File: src/rtl/ddrio_pkg.sv
`timescale 1ns/1ps
package ddrio_pkg;

   typedef enum logic [1:0] {
      DDRIO_IN    = 2'd0,
      DDRIO_OUT   = 2'd1,
      DDRIO_BIDIR = 2'd2
   } ddrio_mode_e;

   function automatic bit ddrio_has_in(ddrio_mode_e m);
      return (m == DDRIO_IN) || (m == DDRIO_BIDIR);
   endfunction

   function automatic bit ddrio_has_out(ddrio_mode_e m);
      return (m == DDRIO_OUT) || (m == DDRIO_BIDIR);
   endfunction

endpackage

File: src/rtl/ddrio_edge_reg.sv
`timescale 1ns/1ps
// One register bank clocked on a chosen clock edge. The shared asynchronous
// line forces the power-up level: it acts as a clear or a preset depending on
// INIT_HIGH.
module ddrio_edge_reg #(
   parameter int unsigned W         = 8,
   parameter bit          INIT_HIGH = 1'b0,
   parameter bit          FALLING   = 1'b0
) (
   input  logic         clk,
   input  logic         async_ctl,
   input  logic         srst,
   input  logic         ce,
   input  logic [W-1:0] d,
   output logic [W-1:0] q
);
   localparam logic [W-1:0] LVL = INIT_HIGH ? {W{1'b1}} : {W{1'b0}};

   generate
      if (FALLING) begin : g_fall
         always_ff @(negedge clk or posedge async_ctl) begin
            if (async_ctl)  q <= LVL;
            else if (srst)  q <= LVL;
            else if (ce)    q <= d;
         end
      end else begin : g_rise
         always_ff @(posedge clk or posedge async_ctl) begin
            if (async_ctl)  q <= LVL;
            else if (srst)  q <= LVL;
            else if (ce)    q <= d;
         end
      end
   endgenerate
endmodule

File: src/rtl/ddrio_ddr_launch.sv
`timescale 1ns/1ps
// Register pair that launches one value per clock phase; the clock level picks
// which register reaches the pad.
module ddrio_ddr_launch #(
   parameter int unsigned W         = 8,
   parameter bit          INIT_HIGH = 1'b0
) (
   input  logic         clk,
   input  logic         async_ctl,
   input  logic         srst,
   input  logic         ce,
   input  logic [W-1:0] d_rise,
   input  logic [W-1:0] d_fall,
   output logic [W-1:0] pad
);
   logic [W-1:0] q_rise;
   logic [W-1:0] q_fall;

   ddrio_edge_reg #(.W(W), .INIT_HIGH(INIT_HIGH), .FALLING(1'b0)) u_rise (
      .clk(clk), .async_ctl(async_ctl), .srst(srst), .ce(ce),
      .d(d_rise), .q(q_rise)
   );

   ddrio_edge_reg #(.W(W), .INIT_HIGH(INIT_HIGH), .FALLING(1'b1)) u_fall (
      .clk(clk), .async_ctl(async_ctl), .srst(srst), .ce(ce),
      .d(d_fall), .q(q_fall)
   );

   assign pad = clk ? q_rise : q_fall;
endmodule

File: src/rtl/ddrio_ddr_capture.sv
`timescale 1ns/1ps
// Samples the pad on both edges, then moves both samples together onto the
// rising edge for the core.
module ddrio_ddr_capture #(
   parameter int unsigned W         = 8,
   parameter bit          INIT_HIGH = 1'b0
) (
   input  logic         clk,
   input  logic         async_ctl,
   input  logic         srst,
   input  logic         ce,
   input  logic [W-1:0] pad,
   output logic [W-1:0] q_hi,
   output logic [W-1:0] q_lo
);
   localparam int unsigned W2 = 2 * W;

   logic [W-1:0]  cap_rise;
   logic [W-1:0]  cap_fall;
   logic [W2-1:0] aligned;

   ddrio_edge_reg #(.W(W), .INIT_HIGH(INIT_HIGH), .FALLING(1'b0)) u_cap_rise (
      .clk(clk), .async_ctl(async_ctl), .srst(srst), .ce(ce),
      .d(pad), .q(cap_rise)
   );

   ddrio_edge_reg #(.W(W), .INIT_HIGH(INIT_HIGH), .FALLING(1'b1)) u_cap_fall (
      .clk(clk), .async_ctl(async_ctl), .srst(srst), .ce(ce),
      .d(pad), .q(cap_fall)
   );

   ddrio_edge_reg #(.W(W2), .INIT_HIGH(INIT_HIGH), .FALLING(1'b0)) u_align (
      .clk(clk), .async_ctl(async_ctl), .srst(srst), .ce(ce),
      .d({cap_rise, cap_fall}), .q(aligned)
   );

   assign q_hi = aligned[W2-1:W];
   assign q_lo = aligned[W-1:0];
endmodule

File: src/rtl/ddrio_cell.sv
`timescale 1ns/1ps
module ddrio_cell
   import ddrio_pkg::*;
#(
   parameter int unsigned W         = 8,
   parameter ddrio_mode_e MODE      = DDRIO_BIDIR,
   parameter bit          INIT_HIGH = 1'b0
) (
   input  logic         clk,
   input  logic         ce,
   input  logic         srst,
   input  logic         async_ctl,
   input  logic [W-1:0] d_out_hi,
   input  logic [W-1:0] d_out_lo,
   input  logic         oe_hi,
   input  logic         oe_lo,
   output logic [W-1:0] pad_o,
   output logic         pad_oe,
   input  logic [W-1:0] pad_i,
   output logic [W-1:0] q_in_hi,
   output logic [W-1:0] q_in_lo
);
   localparam bit HAS_IN  = ddrio_has_in(MODE);
   localparam bit HAS_OUT = ddrio_has_out(MODE);

   generate
      if (W < 1) begin : g_bad_width
         $error("ddrio_cell: W must be at least 1");
      end
      if (!HAS_IN && !HAS_OUT) begin : g_bad_mode
         $error("ddrio_cell: MODE selects no path");
      end

      if (HAS_IN) begin : g_in
         ddrio_ddr_capture #(.W(W), .INIT_HIGH(INIT_HIGH)) u_cap (
            .clk(clk), .async_ctl(async_ctl), .srst(srst), .ce(ce),
            .pad(pad_i), .q_hi(q_in_hi), .q_lo(q_in_lo)
         );
      end else begin : g_no_in
         assign q_in_hi = '0;
         assign q_in_lo = '0;
      end

      if (HAS_OUT) begin : g_out
         ddrio_ddr_launch #(.W(W), .INIT_HIGH(INIT_HIGH)) u_dat (
            .clk(clk), .async_ctl(async_ctl), .srst(srst), .ce(ce),
            .d_rise(d_out_hi), .d_fall(d_out_lo), .pad(pad_o)
         );
         if (MODE == DDRIO_BIDIR) begin : g_oe
            ddrio_ddr_launch #(.W(1), .INIT_HIGH(INIT_HIGH)) u_oe (
               .clk(clk), .async_ctl(async_ctl), .srst(srst), .ce(ce),
               .d_rise(oe_hi), .d_fall(oe_lo), .pad(pad_oe)
            );
         end else begin : g_oe_fixed
            assign pad_oe = 1'b1;
         end
      end else begin : g_no_out
         assign pad_o  = '0;
         assign pad_oe = 1'b0;
      end
   endgenerate
endmodule

File: config.mk
export PLATFORM = sky130hd
export DESIGN_NAME = ddrio_cell
export DESIGN_NICKNAME = d
export VERILOG_FILES = /design/src/rtl/ddrio_pkg.sv /design/src/rtl/ddrio_edge_reg.sv /design/src/rtl/ddrio_ddr_launch.sv /design/src/rtl/ddrio_ddr_capture.sv /design/src/rtl/ddrio_cell.sv
export SDC_FILE = /design/constraint.sdc
export NUM_CORES = 1
export LEC_CHECK = 0
export ABC_CLOCK_PERIOD_IN_PS = 1900
export BUFFER_PORTS_ARGS = -buffer_cell sky130_fd_sc_hd__buf_2
export CORE_ASPECT_RATIO = 1.2
export CORE_MARGIN = 4
export CORE_UTILIZATION = 37
export CTS_CLUSTER_SIZE = 28
export DETAILED_ROUTE_END_ITERATION = 10
export PLACE_DENSITY_LB_ADDON = 0.25
export SYNTH_ARGS = -nofsm -noshare
export SYNTH_HDL_FRONTEND = slang
export SYNTH_SLANG_ARGS = --single-unit
File: constraint.sdc
create_clock -name clk -period 1.9 [get_ports clk]
set_input_delay 0.285 -clock clk [delete_from_list [all_inputs] [get_ports clk]]
set_output_delay 0.285 -clock clk [all_outputs]
set_load 0.005 [all_outputs]
==> report_table.html, run 1 <==
<table>
<tr><th>Metric</th><th>Value</th></tr>
<tr><th colspan="2">Run status</th></tr>
<tr><td>Status</td><td>finished with violations</td></tr>
<tr><td>Violated checks</td><td>negative setup slack</td></tr>
<tr><th colspan="2">Timing</th></tr>
<tr><td>Actual slew at the worst max-slew pin</td><td>0.224 ns</td></tr>
<tr><td>Worst-case headroom to the max-slew limit</td><td>85.1%</td></tr>
<tr><td>Final-report hold violation count</td><td>0</td></tr>
<tr><td>Count of final setup violators</td><td>9</td></tr>
<tr><td>Worst setup skew after layout</td><td>0.0214 ns</td></tr>
<tr><td>Min setup slack post-route</td><td>-0.503 ns</td></tr>
<tr><td>Setup repair after global routing missed its margin</td><td>yes</td></tr>
<tr><td>Final number of max-transition violations</td><td>0</td></tr>
<tr><td>Summed negative setup slack over all endpoints</td><td>-4.36 ns</td></tr>
<tr><th colspan="2">Cells and area</th></tr>
<tr><td>Synthesis-to-finish area growth</td><td>33.9%</td></tr>
<tr><td>Fraction of final layout cells with drive strength greater than 1</td><td>37.7%</td></tr>
<tr><td>Fin cells</td><td>340</td></tr>
<tr><td>Post-layout net count</td><td>288</td></tr>
<tr><td>Fillcell total</td><td>521</td></tr>
<tr><td>Cell area after layout</td><td>2880 um2</td></tr>
<tr><td>Count of inserted antenna diode cells</td><td>0</td></tr>
<tr><th colspan="2">Global route</th></tr>
<tr><td>Largest net degree at the start of global routing</td><td>32</td></tr>
<tr><td>Global-route wire length before repair</td><td>7620 um</td></tr>
<tr><td>Overflow left after global routing</td><td>0</td></tr>
<tr><td>Number of global-route vias before repair</td><td>1681</td></tr>
<tr><td>Global routing usage summed across all routing layers</td><td>13.6%</td></tr>
<tr><td>Initial antenna violation count</td><td>0</td></tr>
<tr><th colspan="2">Floorplan</th></tr>
<tr><td>Overall die height</td><td>91.5 um</td></tr>
<tr><td>Die Width</td><td>77.6 um</td></tr>
<tr><td>Area of the core</td><td>5670 um2</td></tr>
<tr><td>Initial cell density of the core</td><td>38.0%</td></tr>
<tr><td>Rows</td><td>30</td></tr>
<tr><td>I/O pin count</td><td>55</td></tr>
<tr><td>Floorplan die area</td><td>7110 um2</td></tr>
<tr><th colspan="2">Synthesis</th></tr>
<tr><td>Synth Area in Compound Gates</td><td>3.72%</td></tr>
<tr><td>Post-synthesis share of cell area spent on full adders, half adders and majority gates</td><td>0%</td></tr>
<tr><td>Main combinational cell family by area after synthesis</td><td>multiplexers</td></tr>
<tr><td>Count of flip-flops with a built-in enable after synthesis</td><td>0</td></tr>
<tr><td>Leading cell types by count after synthesis</td><td>34 x sky130_fd_sc_hd__mux2i_1, 34 x sky130_fd_sc_hd__nor2_1, 33 x sky130_fd_sc_hd__dfrtp_1</td></tr>
<tr><td>Yosys warns</td><td>0</td></tr>
<tr><td>Sequential area share after synthesis</td><td>58.1%</td></tr>
<tr><td>Top cell type's share of synthesized area</td><td>38.4%</td></tr>
<tr><td>Synth Register Bits</td><td>50</td></tr>
<tr><td>Synth async-reset ratio</td><td>100%</td></tr>
<tr><td>Post-synth cell types</td><td>15</td></tr>
<tr><td>Proportion of synthesized area in mux cells</td><td>20.5%</td></tr>
<tr><td>Post-Syn Nets</td><td>212</td></tr>
<tr><td>Most area-consuming cells after synthesis</td><td>sky130_fd_sc_hd__dfrtp_1 38%, sky130_fd_sc_hd__dfrtn_1 20%, sky130_fd_sc_hd__mux2i_1 16%, sky130_fd_sc_hd__nor2_1 5.9%, sky130_fd_sc_hd__mux2_2 4.7%</td></tr>
<tr><td>Gate Count Post-Synth</td><td>182</td></tr>
<tr><td>Cell taking the most area after synthesis</td><td>sky130_fd_sc_hd__dfrtp_1</td></tr>
<tr><td>Simple-gate portion of the synthesized area</td><td>12.0%</td></tr>
<tr><td>Post-synthesis area per instance</td><td>11.8 um2</td></tr>
<tr><td>Share of the synthesized netlist area taken by xor and xnor gates</td><td>0%</td></tr>
<tr><td>Netlist area before placement</td><td>2150 um2</td></tr>
<tr><td>Flip-flop cell with the highest count after synthesis</td><td>sky130_fd_sc_hd__dfrtp_1</td></tr>
<tr><th colspan="2">Worst setup path</th></tr>
<tr><td>Critical path data required time</td><td>1.62 ns</td></tr>
<tr><td>Maximum net fanout on the critical path</td><td>2</td></tr>
<tr><td>CP Capture Type</td><td>primary output</td></tr>
<tr><td>Worst setup path class</td><td>flip-flop to primary output</td></tr>
<tr><td>Arr. time, crit path</td><td>2.12 ns</td></tr>
<tr><td>Crit start category</td><td>flip-flop</td></tr>
<tr><th colspan="2">Route</th></tr>
<tr><td>DR DRC count</td><td>0</td></tr>
<tr><td>DRT Pass-1 Iters</td><td>4</td></tr>
<tr><td>Antenna-violating nets left</td><td>0</td></tr>
<tr><td>Vias per inst</td><td>4.43</td></tr>
<tr><td>Total number of vias</td><td>1507</td></tr>
<tr><td>Wire length per cell after detailed routing</td><td>13.1 um</td></tr>
<tr><td>Total wire length after detailed routing</td><td>4460 um</td></tr>
<tr><td>Drt initial violations</td><td>113</td></tr>
<tr><th colspan="2">Clocking</th></tr>
<tr><td>CTS tree</td><td>done</td></tr>
<tr><td>Clock Latency Late Sink</td><td>0.42 ns</td></tr>
<tr><td>CTS clock-pin slew for the worst setup and hold paths</td><td>0.09 ns</td></tr>
<tr><th colspan="2">Power and ir drop</th></tr>
<tr><td>Power share of the combinational group</td><td>8.9%</td></tr>
<tr><td>Clock network fraction of design power</td><td>49.0%</td></tr>
<tr><td>Part of the total power dissipated in sequential elements</td><td>42.1%</td></tr>
<tr><td>Net switching component of the power</td><td>0.671 mW</td></tr>
<tr><td>Net Sw Frac</td><td>24.8%</td></tr>
<tr><td>VDD IR max</td><td>0.495 mV</td></tr>
<tr><td>Power per cell area</td><td>941 nW/um2</td></tr>
<tr><td>Static Leak</td><td>1.53 nW</td></tr>
<tr><td>Total power</td><td>2.71 mW</td></tr>
<tr><td>Internal power of the cells</td><td>2.04 mW</td></tr>
<tr><th colspan="2">Placed design</th></tr>
<tr><td>Input/output buffers</td><td>54</td></tr>
<tr><td>Post-Place Setup Slack</td><td>-0.0943 ns</td></tr>
<tr><td>Routability cong.</td><td>0.678</td></tr>
<tr><td>Total cell area at the placement stage</td><td>2600 um2</td></tr>
<tr><td>Placed wire-length estimate after detailed placement</td><td>2850 um</td></tr>
<tr><td>Number of placed instances with taps included</td><td>319</td></tr>
<tr><th colspan="2">Hold path</th></tr>
<tr><td>Hold/Removal Path Class</td><td>input port to flip-flop</td></tr>
<tr><th colspan="2">Job</th></tr>
<tr><td>Count of maximum capacitance violations</td><td>0</td></tr>
</table>
## what timing repair did
item                                    CTS  global route
buffers inserted                          3             4
hold buffers                              1             0
endpoints found under the setup margin    9             9
endpoints found under the hold margin    32             0
gates resized for setup                   2             8
## cells in the final DEF, fill, tap and decap left out, drive strengths merged
cell / instances
dfrtp: 33
mux2: 9
nor2: 34
a21oi: 16
clkinv: 1
dfrtn: 17
nand2: 8
mux2i: 34
buf: 78
clkbuf: 11
clkinvlp: 1
nand2b: 16
bufinv: 1
dlygate4sd3: 1
## final timing paths
path	slack, ns	to	cells past startpoint	startpoint
min	0.13	g_out.u_dat.u_rise.q[5]	3	d_out_hi[5]
max	-0.50	pad_o[6]	2	g_out.u_dat.u_fall.q[6]
max in group asynchronous	0.31	g_out.u_dat.u_fall.q[7]	4	async_ctl
min reg2reg	0.47	g_out.u_dat.u_fall.q[0]	2	g_out.u_dat.u_fall.q[0]
min in group asynchronous	0.32	g_out.u_dat.u_rise.q[7]	3	async_ctl
max reg2reg	0.28	g_in.u_cap.u_align.q[6]	2	g_in.u_cap.u_cap_fall.q[6]
## power by group through the flow
stage          registers (mW)  logic [mW]  clock network [mW]
4_1_cts                  1.14       0.239                1.30
2_1_floorplan            1.16       0.143               0.199
6_report                 1.14       0.241                1.33
5_1_grt                  1.15       0.271                1.45
3_5_place_dp             1.16       0.232               0.183
3_3_place_gp             1.16       0.230               0.183
## state kept, by name, summed over array words and instances, names as in the netlist
register	flops
g_in.u_cap.u_align.q	16
g_in.u_cap.u_cap_fall.q	8
g_in.u_cap.u_cap_rise.q	8
g_out.g_oe.u_oe.u_fall.q	1
g_out.g_oe.u_oe.u_rise.q	1
g_out.u_dat.u_fall.q	8
g_out.u_dat.u_rise.q	8
## layout make-up
type                    instances  area (um2)  area share, %
clock buffers                  20         220           7.64
clock inverters                 2        33.8           1.17
inverters                       1        7.51          0.261
multi-input cells             117         791           27.4
flip-flops and latches         50        1250           43.4
well taps                      80         100           3.47
repair buffers                 70         478           16.6
## critical path: stages (launching register included)
cell and delay, ns:
sky130_fd_sc_hd__dfrtn_1 0.35, sky130_fd_sc_hd__mux2_4 0.28, sky130_fd_sc_hd__buf_6 0.12
## per-stage QoR
stage | util, % | hold slack, ns
finish | 50.8 | 0.134
global route | 50.8 | 0.132
CTS | 49.5 | 0.117
detailed placement | 45.8 | 0.184
global placement | 45.8 | 0.183
floorplan | - | 0.327
## cell families after synthesis
logic type      count (synthesis)
mux                            43
buf+inv                        15
flops                          50
simple gates                   58
compound gates                 16
## per-layer routing
metal	vias up	part of all wire, %	track usage (%)	wire length, um
met4	0	1.2	8.31	53
met1	693	47	16.9	2080
li1	750	-	-	-
met5	-	0	0	0
met2	58	43	18.2	1930
met3	6	8.6	7.34	385
Power figures use the tool's default switching activity.
==> run 2: changes to the inputs <==
--- a/config.mk
+++ b/config.mk
@@ -9,10 +9,11 @@
 export BUFFER_PORTS_ARGS = -buffer_cell sky130_fd_sc_hd__buf_2
 export CORE_ASPECT_RATIO = 1.2
 export CORE_MARGIN = 4
-export CORE_UTILIZATION = 37
+export CORE_UTILIZATION = 52
 export CTS_CLUSTER_SIZE = 28
 export DETAILED_ROUTE_END_ITERATION = 10
 export PLACE_DENSITY_LB_ADDON = 0.25
+export SETUP_SLACK_MARGIN = 0.5
 export SYNTH_ARGS = -nofsm -noshare
 export SYNTH_HDL_FRONTEND = slang
 export SYNTH_SLANG_ARGS = --single-unit
==> run 2 against run 1 <==
The flow finishes with violations (negative hold slack, negative setup slack). Die area fell by 26%. Power is 2.8% higher. Sequential share of layout area shrank 4.2 points. Cell count fell by 3.5%. Clock power is essentially flat. Flip-flop and latch count unchanged. Core utilization increased by 29 points. Critical path depth stayed put. Critical endpoint is now pad_o[2]. Largest power group unchanged.
==> report_table.html, run 2 (synthesis results as in run 1) <==
<table>
<tr><th>Metric</th><th>Value</th></tr>
<tr><th colspan="2">Worst setup path</th></tr>
<tr><td>CP Capture Type</td><td>primary output</td></tr>
<tr><td>Crit start category</td><td>flip-flop</td></tr>
<tr><td>Worst setup path class</td><td>flip-flop to primary output</td></tr>
<tr><td>Arr. time, crit path</td><td>2.13 ns (about the same)</td></tr>
<tr><td>Critical path data required time</td><td>1.62 ns (about the same)</td></tr>
<tr><td>Maximum net fanout on the critical path</td><td>2 (unchanged)</td></tr>
<tr><th colspan="2">Placed design</th></tr>
<tr><td>Placed wire-length estimate after detailed placement</td><td>2660 um (-6.5%)</td></tr>
<tr><td>Routability cong.</td><td>0.676 (-0.29%)</td></tr>
<tr><td>Total cell area at the placement stage</td><td>2540 um2 (-2.1%)</td></tr>
<tr><td>Input/output buffers</td><td>54 (unchanged)</td></tr>
<tr><td>Post-Place Setup Slack</td><td>-0.0829 ns (+0.0114 ns)</td></tr>
<tr><th colspan="2">Cells and area</th></tr>
<tr><td>Most common cell after layout, fill and taps aside</td><td>sky130_fd_sc_hd__buf_2</td></tr>
<tr><td>Cell area after layout</td><td>3190 um2 (+11%)</td></tr>
<tr><td>Fraction of final layout cells with drive strength greater than 1</td><td>51.1% (+13 points)</td></tr>
<tr><td>Final standard cell utilization of the core</td><td>80.3% (+29 points)</td></tr>
<tr><td>Most frequent cells in the layout</td><td>47 x sky130_fd_sc_hd__buf_2, 34 x sky130_fd_sc_hd__nor2_1, 33 x sky130_fd_sc_hd__dfrtp_1</td></tr>
<tr><td>Post-layout net count</td><td>302 (+4.9%)</td></tr>
<tr><td>Reg with most FFs</td><td>g_in.u_cap.u_align.q</td></tr>
<tr><td>Synthesis-to-finish area growth</td><td>48.1%</td></tr>
<tr><td>Max FFs per register</td><td>16 (unchanged)</td></tr>
<tr><td>Count of inserted antenna diode cells</td><td>0 (unchanged)</td></tr>
<tr><td>Fillcell total</td><td>241 (-54%)</td></tr>
<tr><th colspan="2">Hold path</th></tr>
<tr><td>Hold/Removal Path Class</td><td>input port to asynchronous set/reset pin</td></tr>
<tr><th colspan="2">Global route</th></tr>
<tr><td>Global-route wire length before repair</td><td>8020 um (+5.2%)</td></tr>
<tr><td>Overflow left after global routing</td><td>0 (unchanged)</td></tr>
<tr><td>Largest net degree at the start of global routing</td><td>51 (+59%)</td></tr>
<tr><td>Number of global-route vias before repair</td><td>1818 (+8.1%)</td></tr>
<tr><td>Global routing usage summed across all routing layers</td><td>20.2% (+6.6 points)</td></tr>
<tr><td>Initial antenna violation count</td><td>0 (unchanged)</td></tr>
<tr><th colspan="2">Timing</th></tr>
<tr><td>Min setup slack post-route</td><td>-0.517 ns (-0.0139 ns)</td></tr>
<tr><td>Worst-case headroom to the max-slew limit</td><td>82.0% (-3.1 points)</td></tr>
<tr><td>Final-report hold violation count</td><td>33 (+33)</td></tr>
<tr><td>Worst setup skew after layout</td><td>0.0181 ns (-0.00332 ns)</td></tr>
<tr><td>Final hold slack</td><td>-0.0729 ns (-0.207 ns)</td></tr>
<tr><td>Setup repair after global routing missed its margin</td><td>yes</td></tr>
<tr><td>Final number of max-transition violations</td><td>0 (unchanged)</td></tr>
<tr><td>Actual slew at the worst max-slew pin</td><td>0.270 ns (+0.0463 ns)</td></tr>
<tr><td>Count of final setup violators</td><td>9 (unchanged)</td></tr>
<tr><th colspan="2">Route</th></tr>
<tr><td>DR DRC count</td><td>0 (unchanged)</td></tr>
<tr><td>Drt initial violations</td><td>96 (-15%)</td></tr>
<tr><td>Antenna-violating nets left</td><td>0 (unchanged)</td></tr>
<tr><td>Total wire length after detailed routing</td><td>5270 um (+18%)</td></tr>
<tr><td>Wire length per cell after detailed routing</td><td>16.1 um (+23%)</td></tr>
<tr><td>Vias per inst</td><td>5.16 (+17%)</td></tr>
<tr><td>DRT Pass-1 Iters</td><td>6 (+2)</td></tr>
<tr><td>Total number of vias</td><td>1694 (+12%)</td></tr>
<tr><th colspan="2">Floorplan</th></tr>
<tr><td>Rows</td><td>25 (-17%)</td></tr>
<tr><td>Floorplan die area</td><td>5240 um2 (-26%)</td></tr>
<tr><td>Initial cell density of the core</td><td>54.2% (+16 points)</td></tr>
<tr><td>Area of the core</td><td>3970 um2 (-30%)</td></tr>
<tr><td>I/O pin count</td><td>55 (unchanged)</td></tr>
<tr><td>Die Width</td><td>66.7 um (-14%)</td></tr>
<tr><td>Overall die height</td><td>78.5 um (-14%)</td></tr>
<tr><th colspan="2">Run status</th></tr>
<tr><td>Status</td><td>finished with violations</td></tr>
<tr><td>Violated checks</td><td>negative hold slack, negative setup slack</td></tr>
<tr><th colspan="2">Clocking</th></tr>
<tr><td>CTS tree</td><td>done</td></tr>
<tr><td>CTS clock-pin slew for the worst setup and hold paths</td><td>0.09 ns (about the same)</td></tr>
<tr><td>Clock Latency Late Sink</td><td>0.41 ns (about the same)</td></tr>
<tr><th colspan="2">Power and ir drop</th></tr>
<tr><td>Total power</td><td>2.79 mW (+2.8%)</td></tr>
<tr><td>Static Leak</td><td>1.71 nW (+12%)</td></tr>
<tr><td>Power per cell area</td><td>874 nW/um2 (-7.1%)</td></tr>
<tr><td>VDD IR max</td><td>0.532 mV (+7.5%)</td></tr>
<tr><th colspan="2">Job</th></tr>
<tr><td>Count of maximum capacitance violations</td><td>0 (unchanged)</td></tr>
</table>
-- run 2: per-stage QoR --
step                      instances  TNS [ns]
after CTS                       315     -4.41
after global placement          290    -0.653
final                           328     -4.44
after global routing            328     -4.78
after floorplan                 182    -0.168
after detailed placement        290    -0.905
-- run 2: layout make-up --
cell class	count	area, um2	share of cell area [%]
Inverter	1	7.51	0.235
Multi-Input combinational cell	117	927	29.1
Tap cell	54	67.6	2.12
Clock inverter	1	3.75	0.118
Timing Repair Buffer	84	683	21.4
Clock buffer	21	248	7.77
Sequential cell	50	1250	39.2
-- run 2: power breakdown --
| group | internal [mW] | switching [mW] |
|---|---|---|
| clock network | 0.775 | 0.535 |
| logic | 0.183 | 0.148 |
| registers | 1.12 | 0.0304 |
| total | 2.07 | 0.713 |
-- run 2: critical path, stage by stage, from the launching register on --
cell and delay, ns:
sky130_fd_sc_hd__dfrtn_1 0.36, sky130_fd_sc_hd__mux2_4 0.28, sky130_fd_sc_hd__buf_6 0.12
-- run 2: what timing repair did --
item	in CTS	in global routing
hold endpoints to repair	33	33
gates cloned	4	0
pin swaps	1	5
setup buffers	8	13
gates resized for setup	14	34
endpoints found under the setup margin	34	34
-- run 2: worst paths after layout --
path                                            startpoint                       end  slack [ns]  cells past startpoint
worst min-delay path                             async_ctl   g_in.u_cap.u_align.q[8]       -0.07                      3
min in group clk                               d_out_hi[3]   g_out.u_dat.u_rise.q[3]        0.13                      3
max in group asynchronous                        async_ctl   g_out.u_dat.u_fall.q[5]        0.88                      3
worst max register to register  g_in.u_cap.u_cap_fall.q[0]   g_in.u_cap.u_align.q[0]        0.22                      2
worst max-delay path               g_out.u_dat.u_fall.q[2]                  pad_o[2]       -0.52                      2
worst min register to register    g_in.u_cap.u_align.q[12]  g_in.u_cap.u_align.q[12]        0.52                      2
-- run 2: per-layer routing --
layer	vias to the layer above	share of wire, %	global-route usage (%)
met5	-	0	0
met4	0	3.0	12.0
met3	19	5.3	6.72
met2	69	52	31.3
met1	824	40	24.1
li1	782	-	-
